`config.mk`:
```
export PLATFORM = sky130hd
export DESIGN_NAME = chgdet_top
export DESIGN_NICKNAME = d
export VERILOG_FILES = /design/src/rtl/chgdet_pkg.sv /design/src/rtl/chgdet_sync.sv /design/src/rtl/chgdet_edge.sv /design/src/rtl/chgdet_event.sv /design/src/rtl/chgdet_top.sv
export SDC_FILE = /design/constraint.sdc
export NUM_CORES = 1
export LEC_CHECK = 0
export ABC_AREA = 1
export BUFFER_PORTS_ARGS = -buffer_cell sky130_fd_sc_hd__buf_2
export CAP_MARGIN = 20
export CORE_ASPECT_RATIO = 1.2
export CORE_MARGIN = 4
export CORE_UTILIZATION = 57
export CTS_CLUSTER_SIZE = 25
export DETAILED_ROUTE_END_ITERATION = 8
export PLACE_DENSITY = 0.79
export REMOVE_ABC_BUFFERS = 1
export SLEW_MARGIN = 0
export SYNTH_ARGS = -nofsm -noshare
export SYNTH_HDL_FRONTEND = slang
export SYNTH_SLANG_ARGS = --single-unit
```
`constraint.sdc`:
```
create_clock -name clk -period 2.1 [get_ports clk]
set_input_delay 0 -clock clk [delete_from_list [all_inputs] [get_ports clk]]
set_output_delay 0 -clock clk [all_outputs]
set_load 0.005 [all_outputs]
```
`src/rtl/chgdet_pkg.sv`:
```
// Shared constants and types for the change-detection interrupt unit.
// Assumes an 8-bit register address space with per-port blocks at a fixed stride.
package chgdet_pkg;

    localparam int PORT_W = 8;

    // Global register addresses
    localparam logic [7:0] A_ID   = 8'h00;
    localparam logic [7:0] A_CLR  = 8'h01;
    localparam logic [7:0] A_STAT = 8'h02;
    localparam logic [7:0] A_CTRL = 8'h03;

    // Per-port register block layout
    localparam int PORT_BASE   = 'h40;
    localparam int PORT_STRIDE = 'h10;
    localparam int OFS_DATA    = 0;
    localparam int OFS_RISE    = 2;
    localparam int OFS_FALL    = 3;

    // Clear register bit positions
    localparam int CLR_EVT_BIT = 3;
    localparam int CLR_OVF_BIT = 2;

    // Control byte, bit4 down to bit0
    typedef struct packed {
        logic fall_on;   // bit4
        logic rise_on;   // bit3
        logic irq_on;    // bit2
        logic ovf_on;    // bit1
        logic det_on;    // bit0
    } ctrl_t;

endpackage

```
`src/rtl/chgdet_sync.sv`:
```
// Two-flop synchronizer followed by a history flop.
// cur is the synchronized sample; prev is the same sample one cycle older.
module chgdet_sync #(
    parameter int WIDTH = 16
) (
    input  logic             clk,
    input  logic             rst_n,
    input  logic [WIDTH-1:0] d,
    output logic [WIDTH-1:0] cur,
    output logic [WIDTH-1:0] prev
);

    logic [WIDTH-1:0] meta_q;
    logic [WIDTH-1:0] sync_q;
    logic [WIDTH-1:0] hist_q;

    // Purpose: resynchronize inputs and keep one cycle of history
    always_ff @(posedge clk) begin
        if (!rst_n) begin
            meta_q <= '0;
            sync_q <= '0;
            hist_q <= '0;
        end else begin
            meta_q <= d;
            sync_q <= meta_q;
            hist_q <= sync_q;
        end
    end

    assign cur  = sync_q;
    assign prev = hist_q;

endmodule

```
`src/rtl/chgdet_edge.sv`:
```
// Per-port transition qualifier: compares the current and previous samples
// and keeps only the transitions allowed by the bit masks and global direction gates.
// Purely combinational.
module chgdet_edge #(
    parameter int W = 8
) (
    input  logic [W-1:0] cur,
    input  logic [W-1:0] prev,
    input  logic [W-1:0] rise_mask,
    input  logic [W-1:0] fall_mask,
    input  logic         rise_on,
    input  logic         fall_on,
    output logic         rise_any,
    output logic         fall_any
);

    logic [W-1:0] changed;
    logic [W-1:0] rise_v;
    logic [W-1:0] fall_v;

    // Purpose: split changed bits by direction and apply the enables
    always_comb begin
        changed  = cur ^ prev;
        rise_v   = changed & cur  & rise_mask & {W{rise_on}};
        fall_v   = changed & prev & fall_mask & {W{fall_on}};
        rise_any = |rise_v;
        fall_any = |fall_v;
    end

endmodule

```
`src/rtl/chgdet_event.sv`:
```
// Event, direction, overflow and snapshot latches.
// Assumes the clear strobes are single-cycle. A new hit in the clear cycle wins over the clear.
module chgdet_event #(
    parameter int DW = 16
) (
    input  logic          clk,
    input  logic          rst_n,
    input  logic          rise_any,
    input  logic          fall_any,
    input  logic          det_on,
    input  logic          ovf_on,
    input  logic          clr_evt,
    input  logic          clr_ovf,
    input  logic [DW-1:0] sample,
    output logic          hit,
    output logic          evt,
    output logic          ovf,
    output logic          rise_seen,
    output logic          fall_seen,
    output logic [DW-1:0] snap
);

    logic evt_held;

    // Purpose: qualify a hit and find whether an event survives this cycle
    always_comb begin
        hit      = det_on & (rise_any | fall_any);
        evt_held = evt & ~clr_evt;
    end

    // Purpose: update the latched event state and the input snapshot
    always_ff @(posedge clk) begin
        if (!rst_n) begin
            evt       <= 1'b0;
            ovf       <= 1'b0;
            rise_seen <= 1'b0;
            fall_seen <= 1'b0;
            snap      <= '0;
        end else begin
            evt       <= hit | evt_held;
            ovf       <= (ovf & ~clr_ovf) | (hit & evt_held & ovf_on);
            rise_seen <= (rise_seen & ~clr_evt) | (hit & rise_any);
            fall_seen <= (fall_seen & ~clr_evt) | (hit & fall_any);
            if (hit && !evt_held) begin
                snap <= sample;
            end
        end
    end

endmodule

```
`src/rtl/chgdet_top.sv`:
```
// Change-detection interrupt unit: byte register interface, per-port masks,
// synchronizer, qualifiers and event latches. Assumes NPORT <= 12 so all
// port blocks fit below address 0x100.
module chgdet_top #(
    parameter int         NPORT    = 2,
    parameter logic [7:0] ID_VALUE = 8'hA5
) (
    input  logic                            clk,
    input  logic                            rst_n,
    input  logic                            bus_we,
    input  logic [7:0]                      bus_addr,
    input  logic [7:0]                      bus_wdata,
    output logic [7:0]                      bus_rdata,
    input  logic [NPORT*chgdet_pkg::PORT_W-1:0] pins_in,
    output logic                            irq,
    output logic [NPORT*chgdet_pkg::PORT_W-1:0] snap_out
);
    import chgdet_pkg::*;

    localparam int DW = NPORT * PORT_W;

    ctrl_t             ctrl_q;
    logic [PORT_W-1:0] rmask_q [NPORT];
    logic [PORT_W-1:0] fmask_q [NPORT];
    logic [DW-1:0]     cur;
    logic [DW-1:0]     prev;
    logic [NPORT-1:0]  rise_p;
    logic [NPORT-1:0]  fall_p;
    logic              rise_any;
    logic              fall_any;
    logic              clr_evt;
    logic              clr_ovf;
    logic              hit;
    logic              evt;
    logic              ovf;
    logic              rise_seen;
    logic              fall_seen;
    logic [7:0]        status;

    // Purpose: decode the write-one-to-clear strobes
    always_comb begin
        clr_evt = bus_we && (bus_addr == A_CLR) && bus_wdata[CLR_EVT_BIT];
        clr_ovf = bus_we && (bus_addr == A_CLR) && bus_wdata[CLR_OVF_BIT];
    end

    // Purpose: hold the global control byte
    always_ff @(posedge clk) begin
        if (!rst_n) begin
            ctrl_q <= '0;
        end else if (bus_we && bus_addr == A_CTRL) begin
            ctrl_q <= ctrl_t'(bus_wdata[4:0]);
        end
    end

    chgdet_sync #(.WIDTH(DW)) u_sync (
        .clk  (clk),
        .rst_n(rst_n),
        .d    (pins_in),
        .cur  (cur),
        .prev (prev)
    );

    for (genvar p = 0; p < NPORT; p++) begin : g_port
        localparam logic [7:0] A_RISE_P = 8'(PORT_BASE + p * PORT_STRIDE + OFS_RISE);
        localparam logic [7:0] A_FALL_P = 8'(PORT_BASE + p * PORT_STRIDE + OFS_FALL);

        // Purpose: hold this port's rise and fall mask bytes
        always_ff @(posedge clk) begin
            if (!rst_n) begin
                rmask_q[p] <= '0;
                fmask_q[p] <= '0;
            end else if (bus_we) begin
                if (bus_addr == A_RISE_P) rmask_q[p] <= bus_wdata;
                if (bus_addr == A_FALL_P) fmask_q[p] <= bus_wdata;
            end
        end

        chgdet_edge #(.W(PORT_W)) u_edge (
            .cur      (cur[p*PORT_W +: PORT_W]),
            .prev     (prev[p*PORT_W +: PORT_W]),
            .rise_mask(rmask_q[p]),
            .fall_mask(fmask_q[p]),
            .rise_on  (ctrl_q.rise_on),
            .fall_on  (ctrl_q.fall_on),
            .rise_any (rise_p[p]),
            .fall_any (fall_p[p])
        );
    end

    // Purpose: merge per-port qualifier results
    always_comb begin
        rise_any = |rise_p;
        fall_any = |fall_p;
    end

    chgdet_event #(.DW(DW)) u_event (
        .clk      (clk),
        .rst_n    (rst_n),
        .rise_any (rise_any),
        .fall_any (fall_any),
        .det_on   (ctrl_q.det_on),
        .ovf_on   (ctrl_q.ovf_on),
        .clr_evt  (clr_evt),
        .clr_ovf  (clr_ovf),
        .sample   (cur),
        .hit      (hit),
        .evt      (evt),
        .ovf      (ovf),
        .rise_seen(rise_seen),
        .fall_seen(fall_seen),
        .snap     (snap_out)
    );

    // Purpose: form the interrupt level and the status byte
    always_comb begin
        irq    = ctrl_q.irq_on & (evt | (ovf & ctrl_q.ovf_on));
        status = {3'b000, fall_seen, rise_seen, irq, ovf, evt};
    end

    // Purpose: combinational read multiplexer
    always_comb begin
        bus_rdata = '0;
        case (bus_addr)
            A_ID:    bus_rdata = ID_VALUE;
            A_STAT:  bus_rdata = status;
            A_CTRL:  bus_rdata = {3'b000, ctrl_q};
            default: bus_rdata = '0;
        endcase
        for (int p = 0; p < NPORT; p++) begin
            if (bus_addr == 8'(PORT_BASE + p * PORT_STRIDE + OFS_DATA))
                bus_rdata = cur[p*PORT_W +: PORT_W];
            if (bus_addr == 8'(PORT_BASE + p * PORT_STRIDE + OFS_RISE))
                bus_rdata = rmask_q[p];
            if (bus_addr == 8'(PORT_BASE + p * PORT_STRIDE + OFS_FALL))
                bus_rdata = fmask_q[p];
        end
    end

endmodule

```
==> summary.md, run 1 <==
| Metric | Value |
|---|---|
| Crit Path Category | flip-flop to flip-flop |
| Filler cells | roughly 630 |
| Crit path launch type | flip-flop |
| Worst path cell trace | nand2_1, nor2_1, nor2_1, nand2_1, nor2_1, nand2_1, nand2_1, nand2_2, buf_12, nand3_1, nand2_1, nor2_1 |
| Total CTS buffers | 9 |
| Post-synthesis simple-gate area fraction | 0.3144 |
| Sink Count | about 110 |
| Via density | between 5 and 6 |
| RSZ-0062 raised after global routing | false |
| Syn avg cell area | 7.897 µm² |
| Worst Setup Slack, final | 450.7 ps |
| GPL Wtd Cong | ~0.92 |
| DP HPWL | 7532 µm |
| Final wirelength | approximately 11000 µm |
| CORE AREA | roughly 7700 µm² |
| Max Clock Skew | approximately 6.9 ps |
| Final worst-path cycle share | 0.7854 |
| Net Sw Frac | 0.2450 |
| DRT iter0 DRCs | 287 |
| CP max stage cell | dfxtp_1 |
| Number of synthesized register bits | 105 |
| Hold buffers post-CTS | 24 |
| First-pass GRT wire length | 17680 µm |
| CTS tree | yes |
| Comb power frac | 0.063 |
| Gr ovfl total | 0 |
| Clock power share | 0.360 |
| Max_cap viols | 0 |
| DR vias | 3945 |
| Largest family of logic cells by synthesized area | simple AND/OR/NAND/NOR gates |
| Worst hold slack | 44.11 ps |
| Worst Setup End Kind | flip-flop |
| FP Rows | 35 |
| Setup TNS | 0 ps |
| Synth Area in Adders | 0 |
| Warnings from Yosys | 0 |
| Int Power | 2.868 mW |
| Mapped Cells | 571 |
| Crit Path Max Fanout | 33 |
| Most frequent CP cell | nand2_1 |
| ANT nets after route | 0 |
| Clk slew on worst S/H paths | 110 ps |
| Clock root cell | clkbuf_8 |
| Req. time, crit path | roughly 2400 ps |
| Pwr per Cell Area | approximately 710 nW/µm² |
| Die Footprint | about 9400 µm² |
| Synth Cell Area | 4509 µm² |
| Slew Limit Fails | 0 |
| Hold Vio Cnt, Final | 0 |
| Clock Tree Buf Depth | 2 |
| Residual DRC count | 0 |
| Delay-heaviest family, CP | simple AND/OR/NAND/NOR gates |
| FMAX | 606.3 MHz |
| Library cells used by synthesis | 26 |
| Run status | finished, final reports clean |
| Area Growth Syn to Fin | 18.54% |
| Post-synthesis compound-gate area fraction | 0.04689 |
| Sw Pwr | 0.9310 mW |
| Die width | 89.20 µm |
| Post-Synth XOR/XNOR Area | 0 |
| Sequential element share of the synthesized area | 0.5372 |
| Post-CTS Setup Bufs | 0 |
| Max VDD drop | 0.5528 mV |
| Register share of total power | 0.577 |
| All-Layer GR Usage | 0.2452 |
| Clock Latency Late Sink | between 300 and 400 ps |
| Nets | ~690 |
| Antenna Diode Count | 0 |
| Most frequent cells in the layout | 147 x nand2_1, 95 x nor2_1, 84 x inv_1, 73 x dfxtp_1, 59 x buf_2 |
| Critical Path AT | 1930 ps |
| I/O pin count | 60 |
| Router iterations before antenna repair | 5 |
| Leakage | 2.665 nW |
| Slew HR | 0.7057 |
| Htree depth | 3 |
| Most common cell after layout, fill and taps aside | nand2_1 |
| # resized after CTS | 0 |
| Tightest Pin Transition | 441.4 ps |
| Initial antenna violation count | 0 |
| Port buffer count | just under 60 |
| Initial Utilization | 0.5851 |
| Worst slack, placed | between 500 and 600 ps |
| WP buf/inv | 1 |
| Wirelength per Cell | 14.33 µm |
| Die height | 105.4 µm |
| Final setup viols | 0 |
| Multiplexer share of the synthesized area | 0 |
| Tmin final | approximately 1600 ps |
| Critical path's largest stage delay | 400 ps |
| Layout cells sized above 1 | 0.1704 |
| Vias in the first global route | around 3700 |
| Largest net degree at the start of global routing | 35 |
| Hold Path Class | input port to flip-flop |
==> worst min-delay path, cell delays in order <==
cell,delay [ps]
buf_2,240
nand2_1,110
inv_1,30
==> Yosys cell counts <==
master	number	area [µm²]
a21oi_1	25	125.1
a21oi_2	3	26.28
buf_12	1	20.02
buf_2	2	10.01
buf_4	1	7.510
buf_6	3	33.78
buf_8	1	15.01
clkbuf_1	8	30.03
dfxtp_1	73	1461
edfxtp_1	32	960.9
inv_1	84	315.3
inv_2	7	26.28
nand2_1	147	551.8
nand2_2	2	12.51
nand2_4	2	22.52
nand3_1	46	230.2
nand3_2	5	50.05
nand4_1	10	62.56
nand4_2	1	12.51
nor2_1	95	356.6
nor2_2	2	12.51
nor2_4	6	67.56
nor3_4	1	16.27
nor3b_1	3	22.52
o211ai_1	2	15.01
o21ai_0	9	45.04
==> final cells by class <==
class / instances / area (µm²) / share of cell area
Tap cell: 92 / 115.1 / 0.02154
Sequential cell: 105 / 2422 / 0.4532
Clock inverter: 6 / 83.83 / 0.01568
Multi-Input combinational cell: 359 / 1629 / 0.3048
Clock buffer: 10 / 137.6 / 0.02575
Timing Repair Buffer: 92 / 615.6 / 0.1152
Inverter: 91 / 341.6 / 0.06390
==> worst paths after layout <==
kind / from / depth (start not counted) / endpoint / slack [ps]
setup / recovery: u_sync.cur[14]$_SDFF_PN0_ / 12 / u_event.snap[14]$_SDFFE_PN0P_ / 450
hold / removal: rst_n / 3 / u_sync.meta_q[15]$_SDFF_PN0_ / 40
setup reg to reg: u_sync.cur[14]$_SDFF_PN0_ / 12 / u_event.snap[14]$_SDFFE_PN0P_ / 450
hold reg to reg: u_sync.meta_q[6]$_SDFF_PN0_ / 2 / u_sync.cur[6]$_SDFF_PN0_ / 420
==> layer usage <==
layer,track usage,wire [µm]
met4,0.1213,433
met2,0.3872,5208
met1,0.3193,4398
met3,0.04300,778
met5,0,0
==> power by group through the flow <==
stage	clock network [mW]	registers (mW)	logic (mW)
finish	1.37	2.19	0.240
global route	1.47	2.20	0.271
CTS	1.38	2.19	0.240
detailed placement	0	2.24	0.205
global placement	0	2.24	0.199
floorplan	0	2.23	0.101
==> cells by family (layout without fill, tap and decap cells) <==
logic type | Yosys count | after routing
flip-flops | 105 | 105
AND/OR/NAND/NOR | 320 | 320
AO/OA/AOI/OAI | 39 | 39
buffers and inverters | 107 | 199
==> flip-flops by register name, indices dropped and copies added (netlist names) <==
name               cells
u_sync.prev           16
ctrl_q                 5
u_event.ovf            1
u_event.rise_seen      1
u_sync.cur            16
u_sync.meta_q         16
u_event.fall_seen      1
rmask_q               16
u_event.evt            1
fmask_q               16
u_event.snap          16
==> metrics by stage <==
stage / util / total power [mW] / instance area (µm²) / cells
2_1_floorplan: - / 2.329 / 4393 / 555
3_3_place_gp: 0.6336 / 2.434 / 4883 / 715
3_5_place_dp: 0.6336 / 2.444 / 4883 / 715
4_1_cts: 0.6935 / 3.812 / 5345 / 755
5_1_grt: 0.6935 / 3.944 / 5345 / 755
6_report: 0.6935 / 3.800 / 5345 / 755
(Power assumes the default switching activity.)
==> inputs of run 2 (changes only) <==
Settings changed: CORE_UTILIZATION 57 to 52, PLACE_DENSITY 0.79 to 0.76.
Clock period 2.1 ns to 1.5 ns, I/O delays scaled along.
==> run 2 against run 1 <==
Against the previous run:
- power increased by 37%
- sequential power increased by 40%
- clock-buffer cell count increased by 2
- wire length increased by 7.0%
- sequential share of layout area decreased by 2.6 points
- critical path depth unchanged
- critical path type unchanged
- cell count increased by 7.0%
- first-iteration DRC count increased by 3.1%
- via count increased by 0.23%
- the run now ends with negative setup slack left
- clock power increased by 28%
- non-clock buffer count increased by 31
- combinational power increased by 56%
==> summary.md, run 2 (synthesis results as in run 1) <==
| Metric | Value |
|---|---|
| Delay-heaviest family, CP | simple AND/OR/NAND/NOR gates |
| Total CTS buffers | 9 |
| Port buffer count | 59 |
| Critical path's largest stage delay | 400 ps |
| WP depth | 12 |
| DR vias | 3954 |
| # placed instances | 765 |
| WP buf/inv | 1 |
| CP max stage cell | dfxtp_1 |
| Hold path endpoint | ctrl_q[4]$_SDFFE_PN0P_ |
| Layout cells sized above 1 | 0.2522 |
| Failing checks | negative setup slack |
| Pwr per Cell Area | roughly 900 nW/µm² |
| FP Rows | 36 |
| Hold_sp | bus_wdata[4] |
| Run status | complete, but fails checks |
| Filler cells | 698 |
| Area Growth Syn to Fin | 26.50% |
| DRT iter0 DRCs | slightly below 300 |
| Max_cap viols | 0 |
| Worst slack, placed | -82.02 ps |
| GPL Wtd Cong | around 0.9 |
| Flop2flop setup slack | -90 ps |
| Nets | 724 |
| Final Instance Count excl. Fillers | 808 |
| Crit Path Category | flip-flop to flip-flop |
| Crit path launch type | flip-flop |
| Clock root cell | clkbuf_8 |
| Crit Path Max Fanout | 33 |
| Largest net degree at the start of global routing | 34 |
| Most common cell after layout, fill and taps aside | nand2_1 |
| Sink Count | 105 |
| Final Util | 0.6883 |
| R2R Path Start | u_sync.cur[14]$_SDFF_PN0_ |
| FMAX | around 630 MHz |
| Hold Path Class | input port to flip-flop |
| Slew HR | 0.6358 |
| CTS tree | yes |
| Max VDD drop | between 0.8 and 0.9 mV |
| Antenna Diode Count | 0 |
| Worst path cell trace | nand2_1, nor2_1, nor2_1, nand2_1, nor2_1, nand2_1, nand2_2, nand2_2, buf_12, nand3_1, nand2_1, nor2_1 |
| Worst Reg-to-Reg Cells | 12 |
| Tot Pwr | 5.202 mW |
| Initial Utilization | 0.5441 |
| WHS Path Cells | 3 |
| Router iterations before antenna repair | 4 |
| Initial antenna violation count | 0 |
| Hold Vio Cnt, Final | 0 |
| Worst hold slack | 18.71 ps |
| Max Clock Skew | between 10 and 15 ps |
| Clock Latency Late Sink | 370 ps |
| Critical Path AT | 1860 ps |
| Worst Setup Slack, final | -88.90 ps |
| DP HPWL | 8321 µm |
| ANT nets after route | 0 |
| Reg area | around 2400 µm² |
| Die Footprint | between 10000 and 15000 µm² |
| Final wirelength | 11580 µm |
| I/O pin count | 60 |
| Clk slew on worst S/H paths | 90 ps |
| Gr ovfl total | 0 |
| Wirelength per Cell | between 10 and 15 µm |
| Die width | 93.01 µm |
| First-pass GRT wire length | 18630 µm |
| Slew Limit Fails | 0 |
| Worst Setup End Kind | flip-flop |
| Via density | 4.894 |
| Htree depth | 3 |
| Tightest Pin Transition | 544.4 ps |
| Final setup viols | 18 |
| Final worst-path cycle share | 1.059 |
| CORE AREA | 8288 µm² |
| R2r endpoint | u_event.snap[15]$_SDFFE_PN0P_ |
| Req. time, crit path | 1770 ps |
| Die height | roughly 110 µm |
| Residual DRC count | 0 |
| Leakage | 2.878 nW |
| Multi-input logic area | 1715 µm² |
| All-Layer GR Usage | 0.2416 |
| Vias in the first global route | 3878 |
| RSZ-0062 raised after global routing | true |
| Tmin final | 1589 ps |
| Most frequent cells in the layout | 143 x nand2_1, 91 x nor2_1, 82 x inv_1, 64 x dfxtp_1, 59 x buf_2 |
| Clock Tree Buf Depth | 2 |
run 2: changes by cell type in the layout (fill, tap and decap cells not counted), sizes merged:
cell / before / now
dlygate4sd3: 24 / 22
clkbuf: 10 / 12
buf: 68 / 101
clkinv: 1 / 3
inv: 95 / 91
run 2: layer usage:
layer	track usage	vias to the layer above	wire length (µm)
li1	-	2000	-
met1	0.2848	1836	4762
met2	0.4282	98	5975
met3	0.05635	20	555
met4	0.09319	0	282
met5	0	-	0
run 2: stage by stage:
stage	setup TNS, ps	instance area, µm²
6_report	-1007	5704
5_1_grt	-3822	5704
4_1_cts	-1071	5610
3_5_place_dp	-942.8	5134
3_3_place_gp	-631.1	5134
2_1_floorplan	-1370	4393
run 2: area by class of cell:
type	instances	share of cell area
multi-input cells	359	0.3007
repair buffers	123	0.1527
inverters	91	0.05988
clock inverters	4	0.009213
clock buffers	12	0.02544
well taps	114	0.02501
flip-flops and latches	105	0.4271
run 2: what timing repair did:
| item | CTS | global route |
|---|---|---|
| setup endpoints to repair | 22 | 26 |
| setup buffers | 4 | 2 |
| pin swaps | 5 | 17 |
| resized for setup | 13 | 26 |
| hold buffers | 22 | 0 |
| endpoints found under the hold margin | 28 | 0 |
run 2: worst max path at each step:
stage                                          endpoint  slack, ps                   startpoint
after floorplan             rmask_q[1][0]$_SDFFCE_PN0P_        -90                  bus_addr[7]
after global placement    u_event.snap[13]$_SDFFE_PN0P_        -50     u_sync.cur[9]$_SDFF_PN0_
after detailed placement  u_event.snap[15]$_SDFFE_PN0P_        -80     u_sync.cur[9]$_SDFF_PN0_
after CTS                  u_event.snap[1]$_SDFFE_PN0P_        -80  rmask_q[1][1]$_SDFFCE_PN0P_
after global routing      u_event.snap[15]$_SDFFE_PN0P_       -230  rmask_q[1][1]$_SDFFCE_PN0P_
final                     u_event.snap[15]$_SDFFE_PN0P_        -90    u_sync.cur[14]$_SDFF_PN0_
run 2: worst register-to-register path: stages, from the launching register on:
cell     delay (ps)
dfxtp_1         400
nand2_1          70
nor2_1          160
nor2_1           70
nand2_1          90
nor2_1           50
nand2_1          80
nand2_2          60
nand2_2          70
buf_12          190
nand3_1         130
nand2_1          70
nor2_1           40
run 2: power by group:
group	internal [mW]	total (mW)	switching [mW]
registers	3.01	3.07	0.0535
clock network	0.823	1.76	0.936
logic	0.164	0.375	0.210
total	4.00	5.20	1.20
==> inputs of run 3 (changes only) <==
==> constraint.sdc (replaced) <==
create_clock -name clk -period 1.5 [get_ports clk]
set_input_delay 0.225 -clock clk [delete_from_list [all_inputs] [get_ports clk]]
set_output_delay 0.225 -clock clk [all_outputs]
set_load 0.005 [all_outputs]
==> run 3 against run 2 <==
Against the previous run:
- highest routed layer unchanged
- clock-buffer cell count fell by 1
- the run still ends with negative setup slack left
- first-iteration DRC count fell by 3.0%
- largest cell class unchanged
- flip-flop and latch count did not move
- clock power rose by 8%
- worst setup slack got worse by 260 ps
- clock skew rose by 5.2 ps
- via count rose by 6.7%
- sequential power barely moved
- worst hold slack barely moved
==> summary.md, run 3 (synthesis results as in run 1) <==
| Metric | Value |
|---|---|
| Crit path launch type | flip-flop |
| Failing checks | negative setup slack |
| Sink Count | 105 |
| Die height | roughly 110 µm |
| Final setup viols | 26 |
| DP HPWL | ~8400 µm |
| Leakage | 3.063 nW |
| # placed instances | 786 |
| ANT nets after route | 0 |
| Die Footprint | 10230 µm² |
| Worst path cell trace | buf_6, nand2_2, nor2_2, nor2_2, nand2_1, nor2_1, nand2_1, nand2_2, nand2_4, buf_6, buf_12, a21oi_2, nor2_1 |
| Filler cells | around 600 |
| Vias in the first global route | between 4000 and 5000 |
| Tmin final | 1849 ps |
| Worst setup path end | u_event.snap[3]$_SDFFE_PN0P_ |
| DR vias | 4218 |
| Worst slack, placed | -190.1 ps |
| Pwr per Cell Area | 877.3 nW/µm² |
| Run status | complete, but fails checks |
| DRT iter0 DRCs | around 290 |
| FP Rows | 36 |
| R2r endpoint | u_event.snap[3]$_SDFFE_PN0P_ |
| Slew Limit Fails | 0 |
| R2R Path Start | rmask_q[0][4]$_SDFFCE_PN0P_ |
| Final wirelength | 12790 µm |
| First-pass GRT wire length | 20010 µm |
| Final Instance Area | between 6000 and 7000 µm² |
| CP max stage cell | edfxtp_1 |
| Nets | 738 |
| Critical Path AT | about 2100 ps |
| GPL Wtd Cong | 0.9087 |
| CTS tree | yes |
| CORE AREA | 8288 µm² |
| Clock Tree Buf Depth | 2 |
| Most common cell after layout, fill and taps aside | nand2_1 |
| Slew HR | 0.7441 |
| All-Layer GR Usage | 0.2583 |
| Total CTS buffers | 9 |
| Clk slew on worst S/H paths | ~100 ps |
| Clock Latency Late Sink | approximately 380 ps |
| DP Area | 5341 µm² |
| I/O pin count | 60 |
| Worst Reg-to-Reg Cells | 13 |
| Die width | roughly 93 µm |
| Worst Setup End Kind | flip-flop |
| Residual DRC count | 0 |
| Worst Setup Slack, final | -349.5 ps |
| Wirelength per Cell | roughly 16 µm |
| Worst hold slack | roughly 18 ps |
| Setup TNS | -6923 ps |
| Final Instance Count excl. Fillers | 822 |
| Port buffer count | 59 |
| Area Growth Syn to Fin | 35.96% |
| Critical path's largest stage delay | 440 ps |
| Crit path launch | rmask_q[0][4]$_SDFFCE_PN0P_ |
| Final worst-path cycle share | 1.233 |
| Clock root cell | clkbuf_8 |
| Layout cells sized above 1 | 0.3672 |
| Tot Pwr | 5.378 mW |
| Antenna Diode Count | 0 |
| Gr ovfl total | 0 |
| Most frequent cells in the layout | 131 x nand2_1, 84 x nor2_1, 78 x inv_1, 64 x dfxtp_1, 58 x buf_2 |
| Via density | 5.131 |
| Crit Path Category | flip-flop to flip-flop |
| Tightest Pin Transition | 382.8 ps |
| Htree depth | 3 |
| Flop2flop setup slack | -350 ps |
| FMAX | 540.7 MHz |
| RSZ-0062 raised after global routing | true |
| Initial Utilization | 0.5441 |
| Initial antenna violation count | 0 |
| Max Clock Skew | 15.57 ps |
| Hold Path Class | input port to flip-flop |
| Final Util | 0.7397 |
| Router iterations before antenna repair | 5 |
| Req. time, crit path | 1780 ps |
| Crit Path Max Fanout | 7 |
| Max_cap viols | 0 |
| Largest net degree at the start of global routing | 37 |
| Max VDD drop | 0.6342 mV |
| Hold Vio Cnt, Final | 0 |
-- run 3: cell types whose count changed in the layout (fill, tap and decap cells not counted), moves of 11 or more --
cell	change
a21oi_2	+11
dlygate4sd3_1	-22
buf_6	+11
buf_4	+18
nand2_1	-12
nand3_1	-13
a21oi_1	-13
-- run 3: layout make-up --
cell class,instances,area (µm²),area share
multi-input combinational,359,1932,0.3151
timing repair buffer,137,1065,0.1737
inverter,91,344.1,0.05612
clock inverter,5,80.08,0.01306
clock buffer,11,131.4,0.02143
tap,114,142.6,0.02327
sequential,105,2436,0.3973
-- run 3: report_power, final --
part | internal (mW) | switching (mW)
clock network | 0.939 | 0.960
logic | 0.172 | 0.232
registers | 3.02 | 0.0592
total | 4.13 | 1.25
-- run 3: worst min path at each step --
stage | startpoint | cells after the start | endpoint | slack [ps]
floorplan | rst_n | 2 | u_sync.cur[0]$_SDFF_PN0_ | 320
global placement | u_sync.meta_q[1]$_SDFF_PN0_ | 2 | u_sync.cur[1]$_SDFF_PN0_ | 390
detailed placement | u_sync.meta_q[13]$_SDFF_PN0_ | 2 | u_sync.cur[13]$_SDFF_PN0_ | 400
CTS | pins_in[2] | 3 | u_sync.meta_q[2]$_SDFF_PN0_ | 1
global route | pins_in[11] | 3 | u_sync.meta_q[11]$_SDFF_PN0_ | 20
finish | pins_in[2] | 3 | u_sync.meta_q[2]$_SDFF_PN0_ | 20
-- run 3: critical path: cells and delay by family, from the launching register on --
kind,cells,cell delay (ps)
AOI/OAI and AO/OA,1,130
buffers and inverters,3,420
DFF,1,440
and+or+nand+nor,9,770
-- run 3: metal layers --
layer / wire length (µm) / GRT usage / vias up / part of all wire
met5: 0 / 0 / - / 0
met4: 673 / 0.1571 / 0 / 0.053
met3: 784 / 0.05499 / 53 / 0.061
met2: 6478 / 0.4550 / 163 / 0.51
met1: 4852 / 0.2863 / 1963 / 0.38
li1: - / - / 2039 / -
-- run 3: repair_timing --
item                       CTS  global route
setup endpoints to repair   25            28
resized for setup           67            50
buffers inserted            21             3
hold endpoints to repair     0             0
pin swaps                   32            44
hold buffers                 0             0
gates cloned                 3             0
